File: src/rtl/cfg_rt_pkg.sv
package cfg_rt_pkg;
  localparam int unsigned DATA_W = 32;
  localparam int unsigned BE_W   = DATA_W / 8;

  typedef enum logic [1:0] {
    SZ_B   = 2'd0,
    SZ_H   = 2'd1,
    SZ_W   = 2'd2,
    SZ_BAD = 2'd3
  } acc_size_e;

  typedef enum logic [2:0] {
    RSN_OK    = 3'd0,
    RSN_EP    = 3'd1,
    RSN_OFF   = 3'd2,
    RSN_BELOW = 3'd3,
    RSN_LINK  = 3'd4,
    RSN_DEV   = 3'd5,
    RSN_SIZE  = 3'd6
  } reason_e;

  typedef enum logic [1:0] {
    RT_NONE   = 2'd0,
    RT_LOCAL  = 2'd1,
    RT_REMOTE = 2'd2
  } route_e;
endpackage

File: src/rtl/cfg_req_filter.sv
module cfg_req_filter
  import cfg_rt_pkg::*;
#(
  parameter int unsigned BUS_W  = 8,
  parameter int unsigned DEV_W  = 5,
  parameter int unsigned LINK_W = 7,
  parameter logic [LINK_W-1:0] L0_CODE = 7'h2D
) (
  input  acc_size_e          size_i,
  input  logic               mode_ep_i,
  input  logic               ctrl_en_i,
  input  logic [BUS_W-1:0]   root_bus_i,
  input  logic [LINK_W-1:0]  link_state_i,
  input  logic [BUS_W-1:0]   bus_i,
  input  logic [DEV_W-1:0]   dev_i,
  output reason_e            reason_o,
  output route_e             route_o,
  output logic               err_o
);
  logic [BUS_W:0] root_nx;
  logic           on_root, below_root, above_root, near_root, link_up;

  assign root_nx    = {1'b0, root_bus_i} + {{BUS_W{1'b0}}, 1'b1};
  assign on_root    = (bus_i == root_bus_i);
  assign below_root = (bus_i < root_bus_i);
  assign above_root = (bus_i > root_bus_i);
  assign near_root  = on_root || ({1'b0, bus_i} == root_nx);
  assign link_up    = (link_state_i == L0_CODE);

  // first failing rule wins
  always_comb begin
    if (size_i == SZ_BAD)               reason_o = RSN_SIZE;
    else if (mode_ep_i)                 reason_o = RSN_EP;
    else if (!ctrl_en_i)                reason_o = RSN_OFF;
    else if (below_root)                reason_o = RSN_BELOW;
    else if (above_root && !link_up)    reason_o = RSN_LINK;
    else if (near_root && (dev_i != '0)) reason_o = RSN_DEV;
    else                                reason_o = RSN_OK;
  end

  always_comb begin
    if (reason_o != RSN_OK) route_o = RT_NONE;
    else if (on_root)       route_o = RT_LOCAL;
    else                    route_o = RT_REMOTE;
  end

  assign err_o = (size_i == SZ_BAD);
endmodule

File: src/rtl/cfg_target_build.sv
module cfg_target_build
  import cfg_rt_pkg::*;
#(
  parameter int unsigned BUS_W  = 8,
  parameter int unsigned DEV_W  = 5,
  parameter int unsigned FUNC_W = 3
) (
  input  logic [BUS_W-1:0]  root_bus_i,
  input  logic [BUS_W-1:0]  bus_i,
  input  logic [DEV_W-1:0]  dev_i,
  input  logic [FUNC_W-1:0] func_i,
  output logic [DATA_W-1:0] target_o
);
  localparam int unsigned BUS_MSB  = DATA_W - 1;
  localparam int unsigned DEV_MSB  = BUS_MSB - BUS_W;
  localparam int unsigned FUNC_MSB = DEV_MSB - DEV_W;

  logic [BUS_W-1:0] rel_bus;
  assign rel_bus = bus_i - root_bus_i;

  always_comb begin
    target_o                      = '0;
    target_o[BUS_MSB  -: BUS_W]   = rel_bus;
    target_o[DEV_MSB  -: DEV_W]   = dev_i;
    target_o[FUNC_MSB -: FUNC_W]  = func_i;
  end
endmodule

File: src/rtl/cfg_lane_wr.sv
module cfg_lane_wr
  import cfg_rt_pkg::*;
(
  input  acc_size_e         size_i,
  input  logic [1:0]        lane_i,
  input  logic [DATA_W-1:0] wdata_i,
  output logic [BE_W-1:0]   be_o,
  output logic [DATA_W-1:0] wdata_o
);
  logic [1:0] base;
  logic [4:0] shamt;

  always_comb begin
    unique case (size_i)
      SZ_B:    begin base = lane_i;             be_o = 4'b0001 << lane_i; end
      SZ_H:    begin base = {lane_i[1], 1'b0};  be_o = lane_i[1] ? 4'b1100 : 4'b0011; end
      SZ_W:    begin base = 2'd0;               be_o = 4'b1111; end
      default: begin base = 2'd0;               be_o = 4'b0000; end
    endcase
  end

  assign shamt   = {base, 3'b000};
  assign wdata_o = wdata_i << shamt;
endmodule

File: src/rtl/cfg_lane_rd.sv
module cfg_lane_rd
  import cfg_rt_pkg::*;
(
  input  acc_size_e         size_i,
  input  logic [1:0]        lane_i,
  input  logic [DATA_W-1:0] raw_i,
  output logic [DATA_W-1:0] data_o,
  output logic [DATA_W-1:0] fill_o
);
  logic [1:0]        base;
  logic [DATA_W-1:0] shifted;

  always_comb begin
    unique case (size_i)
      SZ_B:    base = lane_i;
      SZ_H:    base = {lane_i[1], 1'b0};
      default: base = 2'd0;
    endcase
  end

  assign shifted = raw_i >> {base, 3'b000};

  always_comb begin
    unique case (size_i)
      SZ_B:    begin data_o = {24'd0, shifted[7:0]};  fill_o = 32'h0000_00FF; end
      SZ_H:    begin data_o = {16'd0, shifted[15:0]}; fill_o = 32'h0000_FFFF; end
      SZ_W:    begin data_o = shifted;                fill_o = 32'hFFFF_FFFF; end
      default: begin data_o = '0;                     fill_o = '0;            end
    endcase
  end
endmodule

File: src/rtl/cfg_router.sv
module cfg_router
  import cfg_rt_pkg::*;
#(
  parameter int unsigned BUS_W  = 8,
  parameter int unsigned DEV_W  = 5,
  parameter int unsigned FUNC_W = 3,
  parameter int unsigned OFF_W  = 12,
  parameter int unsigned LINK_W = 7,
  parameter logic [LINK_W-1:0] L0_CODE = 7'h2D
) (
  input  logic               clk_i,
  input  logic               rst_ni,
  input  logic               mode_ep_i,
  input  logic               ctrl_en_i,
  input  logic [BUS_W-1:0]   root_bus_i,
  input  logic [LINK_W-1:0]  link_state_i,
  input  logic               req_valid_i,
  input  logic               req_write_i,
  input  logic [BUS_W-1:0]   req_bus_i,
  input  logic [DEV_W-1:0]   req_dev_i,
  input  logic [FUNC_W-1:0]  req_func_i,
  input  logic [OFF_W-1:0]   req_off_i,
  input  logic [1:0]         req_size_i,
  input  logic [DATA_W-1:0]  req_wdata_i,
  output logic               loc_valid_o,
  output logic               loc_write_o,
  output logic [OFF_W-1:0]   loc_addr_o,
  output logic [BE_W-1:0]    loc_be_o,
  output logic [DATA_W-1:0]  loc_wdata_o,
  input  logic [DATA_W-1:0]  loc_rdata_i,
  output logic               rmt_valid_o,
  output logic               rmt_write_o,
  output logic [DATA_W-1:0]  rmt_target_o,
  output logic [OFF_W-1:0]   rmt_addr_o,
  output logic [BE_W-1:0]    rmt_be_o,
  output logic [DATA_W-1:0]  rmt_wdata_o,
  input  logic [DATA_W-1:0]  rmt_rdata_i,
  output logic               resp_valid_o,
  output logic               resp_err_o,
  output logic [2:0]         resp_reason_o,
  output logic [DATA_W-1:0]  resp_rdata_o
);
  acc_size_e         req_size;
  reason_e           d_reason;
  route_e            d_route;
  logic              d_err;
  logic [DATA_W-1:0] d_target, d_wdata;
  logic [BE_W-1:0]   d_be;

  assign req_size = acc_size_e'(req_size_i);

  cfg_req_filter #(
    .BUS_W(BUS_W), .DEV_W(DEV_W), .LINK_W(LINK_W), .L0_CODE(L0_CODE)
  ) u_filter (
    .size_i       (req_size),
    .mode_ep_i    (mode_ep_i),
    .ctrl_en_i    (ctrl_en_i),
    .root_bus_i   (root_bus_i),
    .link_state_i (link_state_i),
    .bus_i        (req_bus_i),
    .dev_i        (req_dev_i),
    .reason_o     (d_reason),
    .route_o      (d_route),
    .err_o        (d_err)
  );

  cfg_target_build #(
    .BUS_W(BUS_W), .DEV_W(DEV_W), .FUNC_W(FUNC_W)
  ) u_target (
    .root_bus_i (root_bus_i),
    .bus_i      (req_bus_i),
    .dev_i      (req_dev_i),
    .func_i     (req_func_i),
    .target_o   (d_target)
  );

  cfg_lane_wr u_lane_wr (
    .size_i  (req_size),
    .lane_i  (req_off_i[1:0]),
    .wdata_i (req_wdata_i),
    .be_o    (d_be),
    .wdata_o (d_wdata)
  );

  // stage 1: decision and forwarding
  logic              s1_valid, s1_write, s1_err;
  route_e            s1_route;
  reason_e           s1_reason;
  acc_size_e         s1_size;
  logic [1:0]        s1_lane;
  logic [OFF_W-1:0]  s1_addr;
  logic [BE_W-1:0]   s1_be;
  logic [DATA_W-1:0] s1_wdata, s1_target;

  always_ff @(posedge clk_i or negedge rst_ni) begin
    if (!rst_ni) begin
      s1_valid  <= 1'b0;
      s1_write  <= 1'b0;
      s1_err    <= 1'b0;
      s1_route  <= RT_NONE;
      s1_reason <= RSN_OK;
      s1_size   <= SZ_W;
      s1_lane   <= '0;
      s1_addr   <= '0;
      s1_be     <= '0;
      s1_wdata  <= '0;
      s1_target <= '0;
    end else begin
      s1_valid <= req_valid_i;
      if (req_valid_i) begin
        s1_write  <= req_write_i;
        s1_err    <= d_err;
        s1_route  <= d_route;
        s1_reason <= d_reason;
        s1_size   <= req_size;
        s1_lane   <= req_off_i[1:0];
        s1_addr   <= {req_off_i[OFF_W-1:2], 2'b00};
        s1_be     <= d_be;
        s1_wdata  <= d_wdata;
        s1_target <= (d_route == RT_REMOTE) ? d_target : '0;
      end
    end
  end

  assign loc_valid_o  = s1_valid && (s1_route == RT_LOCAL);
  assign loc_write_o  = s1_write;
  assign loc_addr_o   = s1_addr;
  assign loc_be_o     = s1_be;
  assign loc_wdata_o  = s1_wdata;
  assign rmt_valid_o  = s1_valid && (s1_route == RT_REMOTE);
  assign rmt_write_o  = s1_write;
  assign rmt_target_o = s1_target;
  assign rmt_addr_o   = s1_addr;
  assign rmt_be_o     = s1_be;
  assign rmt_wdata_o  = s1_wdata;

  // stage 2: response
  logic [DATA_W-1:0] rd_raw, rd_ext, rd_fill, rsp_data;

  assign rd_raw = (s1_route == RT_REMOTE) ? rmt_rdata_i : loc_rdata_i;

  cfg_lane_rd u_lane_rd (
    .size_i (s1_size),
    .lane_i (s1_lane),
    .raw_i  (rd_raw),
    .data_o (rd_ext),
    .fill_o (rd_fill)
  );

  always_comb begin
    if (s1_err || s1_write)        rsp_data = '0;
    else if (s1_route == RT_NONE)  rsp_data = rd_fill;
    else                           rsp_data = rd_ext;
  end

  always_ff @(posedge clk_i or negedge rst_ni) begin
    if (!rst_ni) begin
      resp_valid_o  <= 1'b0;
      resp_err_o    <= 1'b0;
      resp_reason_o <= '0;
      resp_rdata_o  <= '0;
    end else begin
      resp_valid_o <= s1_valid;
      if (s1_valid) begin
        resp_err_o    <= s1_err;
        resp_reason_o <= s1_reason;
        resp_rdata_o  <= rsp_data;
      end
    end
  end
endmodule

File: config.mk
export PLATFORM = sky130hd
export DESIGN_NAME = cfg_router
export DESIGN_NICKNAME = d
export VERILOG_FILES = /design/src/rtl/cfg_rt_pkg.sv /design/src/rtl/cfg_req_filter.sv /design/src/rtl/cfg_target_build.sv /design/src/rtl/cfg_lane_wr.sv /design/src/rtl/cfg_lane_rd.sv /design/src/rtl/cfg_router.sv
export SDC_FILE = /design/constraint.sdc
export NUM_CORES = 1
export LEC_CHECK = 0
export BUFFER_PORTS_ARGS = -buffer_cell sky130_fd_sc_hd__buf_2
export CORE_AREA = 5 5 122 124
export DETAILED_ROUTE_END_ITERATION = 16
export DIE_AREA = 0 0 127 129
export PLACE_DENSITY = 0.94
export SKIP_CTS_REPAIR_TIMING = 1
export SYNTH_ARGS = -nofsm -noshare
export SYNTH_HDL_FRONTEND = slang
export SYNTH_SLANG_ARGS = --single-unit
File: constraint.sdc
create_clock -name clk_i -period 5.2 [get_ports clk_i]
set_clock_uncertainty 0.2 [all_clocks]
set_input_delay 0.52 -clock clk_i [delete_from_list [all_inputs] [get_ports clk_i]]
set_output_delay 0.52 -clock clk_i [all_outputs]
set_load 0.02 [all_outputs]
==> summary.md, run 1 <==
| Metric | Value |
|---|---|
| Status | finished clean |
| Vert. Die Dim | 129 µm |
| Vias/cell | roughly 5.6 |
| CP Launch Type | flop |
| N_diodes | 0 |
| # rows | 43 |
| Critical path type | flop to flop |
| R2r setup slk | ~1.9 ns |
| Initial DRC count | 632 |
| Gpl congestion | roughly 0.95 |
| Clock Root Buffer | clkbuf_16 |
| Post-synthesis cell count | 682 |
| Hold Fails Final Rpt | 0 |
| P&R area growth vs syn | 22.1% |
| DR WL/cell | 19.0 µm |
| Largest net degree at the start of global routing | 71 |
| Period utilization | 64.2% |
| Final Max Slew Viols | 0 |
| Mapped Area | 6760 µm² |
| CTS tree | done |
| Cell Chain, Critical Path | inv_1 -> ha_1 -> o21a_1 -> nor3b_1 -> nand2_1 -> a21oi_1 -> nor2_1 -> o22ai_1 |
| Die X | 127 µm |
| Power Density | 294 nW/µm² |
| Commonest non-fill, non-tap cell in the layout | buf_2 |
| Port Buffers | 295 |
| Synth top area share | between 40% and 50% |
| Final WL | about 21000 µm |
| Clock power share | 30.7% |
| Clk pin slew, worst setup/hold paths | 0.07 ns |
| H-tree depth | 3 |
| Crit path max-delay family | simple AND/OR/NAND/NOR gates |
| Slew HR | 17.8% |
| Core Region | between 10000 and 15000 µm² |
| Vias in the first global route | 6300 |
| Total CTS buffers | 9 |
| Comb pwr share | 28.0% |
| Crit path arrival time | 3.39 ns |
| # clock sinks | 111 |
| Commonest non-fill, non-tap cells in the layout | buf_2 (294), dfrtp_1 (110), a21oi_1 (62) |
| Number of synthesized flops with an enable pin | 0 |
| FF-to-FF End | resp_rdata_o[29] |
| DRC Markers | 0 |
| Dominant synthesized flop cell | dfrtp_1 |
| Switching share of power | 33.1% |
| RSZ-0062 raised after global routing | no |
| Critical path peak fanout | 11 |
| Worst path slowest cell | nor3b_1 |
| Pleak | 4.22 nW |
| Largest area contributor in the netlist | dfrtp_1 |
| Worst r2r src | s1_size[1] |
| Max_cap viols | 0 |
| Seq/Total Area, Yosys | 41.1% |
| Hpwl dp | 16200 µm |
| Antenna violations before repair | 0 |
| Worst-Margin Slew | 1.22 ns |
| CP endpoint kind | flop |
| Max incr delay on CP | 0.95 ns |
| Post-synth ARST share | 100% |
| Sequential power share | 41.3% |
| Post-route setup TNS | 0 ns |
| First-pass GRT wire length | 32800 µm |
| Initial core utilization | 49.5% |
| Final min period | between 3 and 4 ns |
| Die Footprint | 16400 µm² |
| Drt pass-1 iters | 5 |
| Clock Path Buffers | 2 |
| Yosys reg bits | 111 |
| Max IR drop VDD | about 0.00017 V |
| Ys Warns | 0 |
| Setup Viol. Count Final | 0 |
| Unique masters post-synth | 60 |
| Reg2Reg Depth | 8 |
| Hold WS | 0.0867 ns |
| Worst-skew pair later-pin latency | approximately 0.35 ns |
| Worst Hold Class | input pin to async pin |
| Mean post-synth cell area | 9.92 µm² |
| Total number of vias | 6196 |
| Buf+Inv Stages, Crit Path | 1 |
| Synth area leaders | dfrtp_1 (41%), mux4_2 (7.7%), buf_4 (7.4%), a21oi_1 (4.6%), mux2i_1 (3.8%) |
| CP required | about 5.3 ns |
| Gr usage total | 25.3% |
| Gr ovfl total | 0 |
| DRT antenna net count | 0 |
| FMAX | roughly 300 MHz |
| IO Pins | 316 |
| Share of layout cells above drive strength 1 | 39.9% |
| Nets | 1077 |
| Net Sw Power | 0.805 mW |
| Pint | about 1.6 mW |
[cell usage after synthesis (17+ instances only)]
| master | number |
|---|---|
| nand2_1 | 57 |
| o22ai_1 | 19 |
| inv_1 | 50 |
| dfrtp_1 | 110 |
| a22o_1 | 23 |
| o21ai_0 | 36 |
| mux2_2 | 17 |
| mux4_2 | 23 |
| nor2_1 | 45 |
| clkbuf_1 | 22 |
| mux2i_1 | 26 |
| buf_4 | 67 |
| a21oi_1 | 62 |
[power groups by stage]
stage | clock [mW] | combinational (mW) | sequential, mW
2_1_floorplan | 0 | 0.373 | 1.10
6_report | 0.746 | 0.680 | 1.00
4_1_cts | 0.761 | 0.681 | 1.00
3_5_place_dp | 0 | 0.678 | 1.02
5_1_grt | 0.801 | 0.733 | 1.02
3_3_place_gp | 0 | 0.663 | 1.02
[layer usage]
metal  share of wire (%)  track usage [%]  wire length (µm)  vias up
li1                    -                -                 -     2812
met5                   0                0                 0        -
met4                 3.6             11.1               744        0
met2                  50             43.8             10400      383
met1                  37             30.1              7670     2946
met3                 9.8             6.10              2050       55
[sequential cells by signal, summed over array words and instances, names as in the netlist]
register	cells
loc_addr_o	10
loc_be_o	4
loc_wdata_o	32
loc_write_o	1
resp_err_o	1
resp_rdata_o	32
resp_reason_o	3
resp_valid_o	1
rmt_target_o	16
s1_err	1
s1_lane	2
s1_reason	3
s1_route	2
s1_size	2
s1_valid	1
[logic make-up after synthesis]
family                   synth area share, %
multiplexers                            14.3
other                                 0.0555
buffers and inverters                   12.8
adder cells (fa/ha/maj)                 2.89
XOR/XNOR                                1.55
flip-flops                              41.1
AO/OA/AOI/OAI                           17.7
AND/OR/NAND/NOR                         9.55
[worst register-to-register path: stages (launching register included)]
cell and delay [ns]:
dfstp_2 0.56, inv_1 0.08, ha_1 0.24, o21a_1 0.35, nor3b_1 0.95, nand2_1 0.41
a21oi_1 0.25, nor2_1 0.07, o22ai_1 0.14
[per-stage QoR]
step | total power, mW | util, % | setup WS [ns] | area (µm²) | instances
4_1_cts | 2.45 | 60.4 | 1.97 | 8260 | 1100
3_5_place_dp | 1.70 | 58.1 | 2.07 | 7940 | 1084
5_1_grt | 2.55 | 60.4 | 1.58 | 8260 | 1100
6_report | 2.43 | 60.4 | 1.86 | 8260 | 1100
3_3_place_gp | 1.68 | 58.1 | 2.12 | 7940 | 1084
2_1_floorplan | 1.47 | - | 2.52 | 6830 | 701
[worst max path at each step]
stage / startpoint / to / cells after the start
floorplan: req_bus_i[0] / rmt_target_o[18] / 13
global placement: req_valid_i / loc_wdata_o[5] / 4
detailed placement: s1_size[1] / resp_rdata_o[27] / 8
CTS: s1_size[1] / resp_rdata_o[27] / 8
global route: s1_size[1] / resp_rdata_o[27] / 8
finish: s1_size[1] / resp_rdata_o[29] / 8
[cell type report]
cell class                 instances  area [µm²]
sequential                       111        2780
clock inverter                     5        88.8
tap                              180         225
inverter                          51         191
timing repair buffer             303        1540
multi-input combinational        439        3200
clock buffer                      11         233
fill                            1121        5410
Note: power is estimated with default switching activity, not from simulation.
==> run 2, diff against run 1 <==
--- a/config.mk
+++ b/config.mk
@@ -6,10 +6,10 @@
 export NUM_CORES = 1
 export LEC_CHECK = 0
 export BUFFER_PORTS_ARGS = -buffer_cell sky130_fd_sc_hd__buf_2
-export CORE_AREA = 5 5 122 124
+export CORE_AREA = 5 5 132 134
 export DETAILED_ROUTE_END_ITERATION = 16
-export DIE_AREA = 0 0 127 129
-export PLACE_DENSITY = 0.94
+export DIE_AREA = 0 0 137 139
+export PLACE_DENSITY = 0.86
 export SKIP_CTS_REPAIR_TIMING = 1
 export SYNTH_ARGS = -nofsm -noshare
 export SYNTH_HDL_FRONTEND = slang
==> constraint.sdc (replaced) <==
create_clock -name clk_i -period 3.05 [get_ports clk_i]
set_clock_uncertainty 0.2 [all_clocks]
set_input_delay 0.305 -clock clk_i [delete_from_list [all_inputs] [get_ports clk_i]]
set_output_delay 0.305 -clock clk_i [all_outputs]
set_load 0.02 [all_outputs]
==> summary.md, run 2 (synthesis gave the netlist of run 1 again) <==
| Metric | Value |
|---|---|
| Area of the multi-input gates | 3200 µm² |
| Power Total | roughly 4.0 mW |
| Met2 WL | 10900 µm |
| Cell Chain, Critical Path | dlygate4sd3_1 -> buf_2 -> or4_1 -> o21ai_0 -> nor3_2 -> o221ai_2 -> and4b_1 -> a32o_1 |
| IO Pins | around 320 |
| Worst r2r src | s1_size[1] |
| Critical path peak fanout | 14 |
| Worst Hold Class | input pin to flop |
| Max IR drop VDD | between 0.0002 and 0.0003 V |
| Worst setup path startpoint | req_dev_i[0] |
| Final worst setup slack | 0.342 ns |
| Max_cap viols | 0 |
| FF/Latch Area | 2780 µm² |
| Fillers | approximately 1400 |
| Die X | 137 µm |
| Clock Root Buffer | clkbuf_16 |
| Critical path type | input pin to flop |
| # rows | 47 |
| Met3 WL post-DR | 2020 µm |
| Final instance area | 8550 µm² |
| Min-delay src | req_wdata_i[3] |
| DRC Markers | 0 |
| Hpwl dp | 16800 µm |
| Port Buffers | a little under 300 |
| Final WL | about 22000 µm |
| Period utilization | 88.8% |
| Core Region | 16200 µm² |
| N_diodes | 0 |
| Slew HR | 51.9% |
| R2r setup slk | 0.54 ns |
| Vias/cell | 5.30 |
| Share of layout cells above drive strength 1 | 39.5% |
| Fin cells | ~1200 |
| Initial core utilization | 41.8% |
| FMAX | 369 MHz |
| DRT antenna net count | 0 |
| CP endpoint kind | flop |
| Hold WS | 0.0181 ns |
| Clk pin slew, worst setup/hold paths | ~0.08 ns |
| H-tree depth | 3 |
| Worst path slowest cell | and4b_1 |
| Largest net degree at the start of global routing | 61 |
| Total CTS buffers | 9 |
| Placed cell count | ~1100 |
| CP required | 3.14 ns |
| Worst-skew pair later-pin latency | between 0.3 and 0.4 ns |
| Commonest non-fill, non-tap cells in the layout | buf_2 (294), dfrtp_1 (110), a21oi_1 (62) |
| Power Density | 471 nW/µm² |
| RSZ-0062 raised after global routing | no |
| Final min period | 2.71 ns |
| Post-route setup TNS | 0 ns |
| Status | finished clean |
| Gr usage total | 21.5% |
| Dpl ws | 0.322 ns |
| Final core utilization | a little over half |
| P&R area growth vs syn | 26.5% |
| Crit path arrival time | 2.80 ns |
| # clock sinks | 111 |
| Nets | 1104 |
| Placed cell area | 8070 µm² |
| Gpl congestion | 0.923 |
| Max Used Layer | met4 |
| Total number of vias | 6189 |
| Pleak | 4.34 nW |
| First-pass GRT wire length | 32400 µm |
| Vert. Die Dim | 139 µm |
| Drt pass-1 iters | 5 |
| Setup Viol. Count Final | 0 |
| CTS tree | done |
| Vias in the first global route | 6094 |
| Initial DRC count | 401 |
| DR WL/cell | 18.6 µm |
| CP Launch Type | input pin |
| Clock Path Buffers | 2 |
| Gr ovfl total | 0 |
| Commonest non-fill, non-tap cell in the layout | buf_2 |
| Worst-Margin Slew | 0.719 ns |
| Final Max Slew Viols | 0 |
| Die Footprint | 19000 µm² |
| Hold Fails Final Rpt | 0 |
| Antenna violations before repair | 0 |
| DRT met1 WL | 8250 µm |
| Max incr delay on CP | 0.58 ns |
run 2: cell types whose count changed in the layout (fill, tap and decap cells not counted), moves of 2 or more:
cell,delta
buf_12,+3
buf_4,+4
bufinv_16,-2
dlygate4sd3_1,+20
inv_6,+3
run 2: per-layer routing:
metal | vias up | GRT usage (%)
met3 | 38 | 4.75
met2 | 348 | 36.8
met5 | - | 0
met4 | 0 | 8.04
li1 | 2869 | -
met1 | 2934 | 26.4
run 2: area by class of cell:
type / count / share of cell area (%)
Tap cell: 220 / 3.22
Timing Repair Buffer: 330 / 21.4
Inverter: 51 / 2.24
Multi-Input combinational cell: 439 / 37.4
Clock buffer: 10 / 2.68
Sequential cell: 111 / 32.5
Clock inverter: 6 / 0.614
run 2: final timing paths:
| path | to | depth (start not counted) |
|---|---|---|
| min reg2reg | resp_reason_o[1] | 1 |
| max reg2reg | resp_rdata_o[0] | 9 |
| max | rmt_target_o[29] | 8 |
| min | loc_wdata_o[3] | 2 |
| max in group asynchronous | s1_size[1] | 3 |
| min in group asynchronous | loc_addr_o[3] | 2 |
run 2: where the power goes:
| part | internal, mW | switching [mW] |
|---|---|---|
| clock network | 0.570 | 0.564 |
| registers | 1.61 | 0.0984 |
| logic | 0.453 | 0.739 |
| total | 2.63 | 1.40 |
run 2: worst max-delay path: cells and delay by family:
family / cells / cell delay [ns]
AO/OA/AOI/OAI: 3 / 0.60
AND/OR/NAND/NOR: 3 / 1.21
buffers and inverters: 2 / 0.68
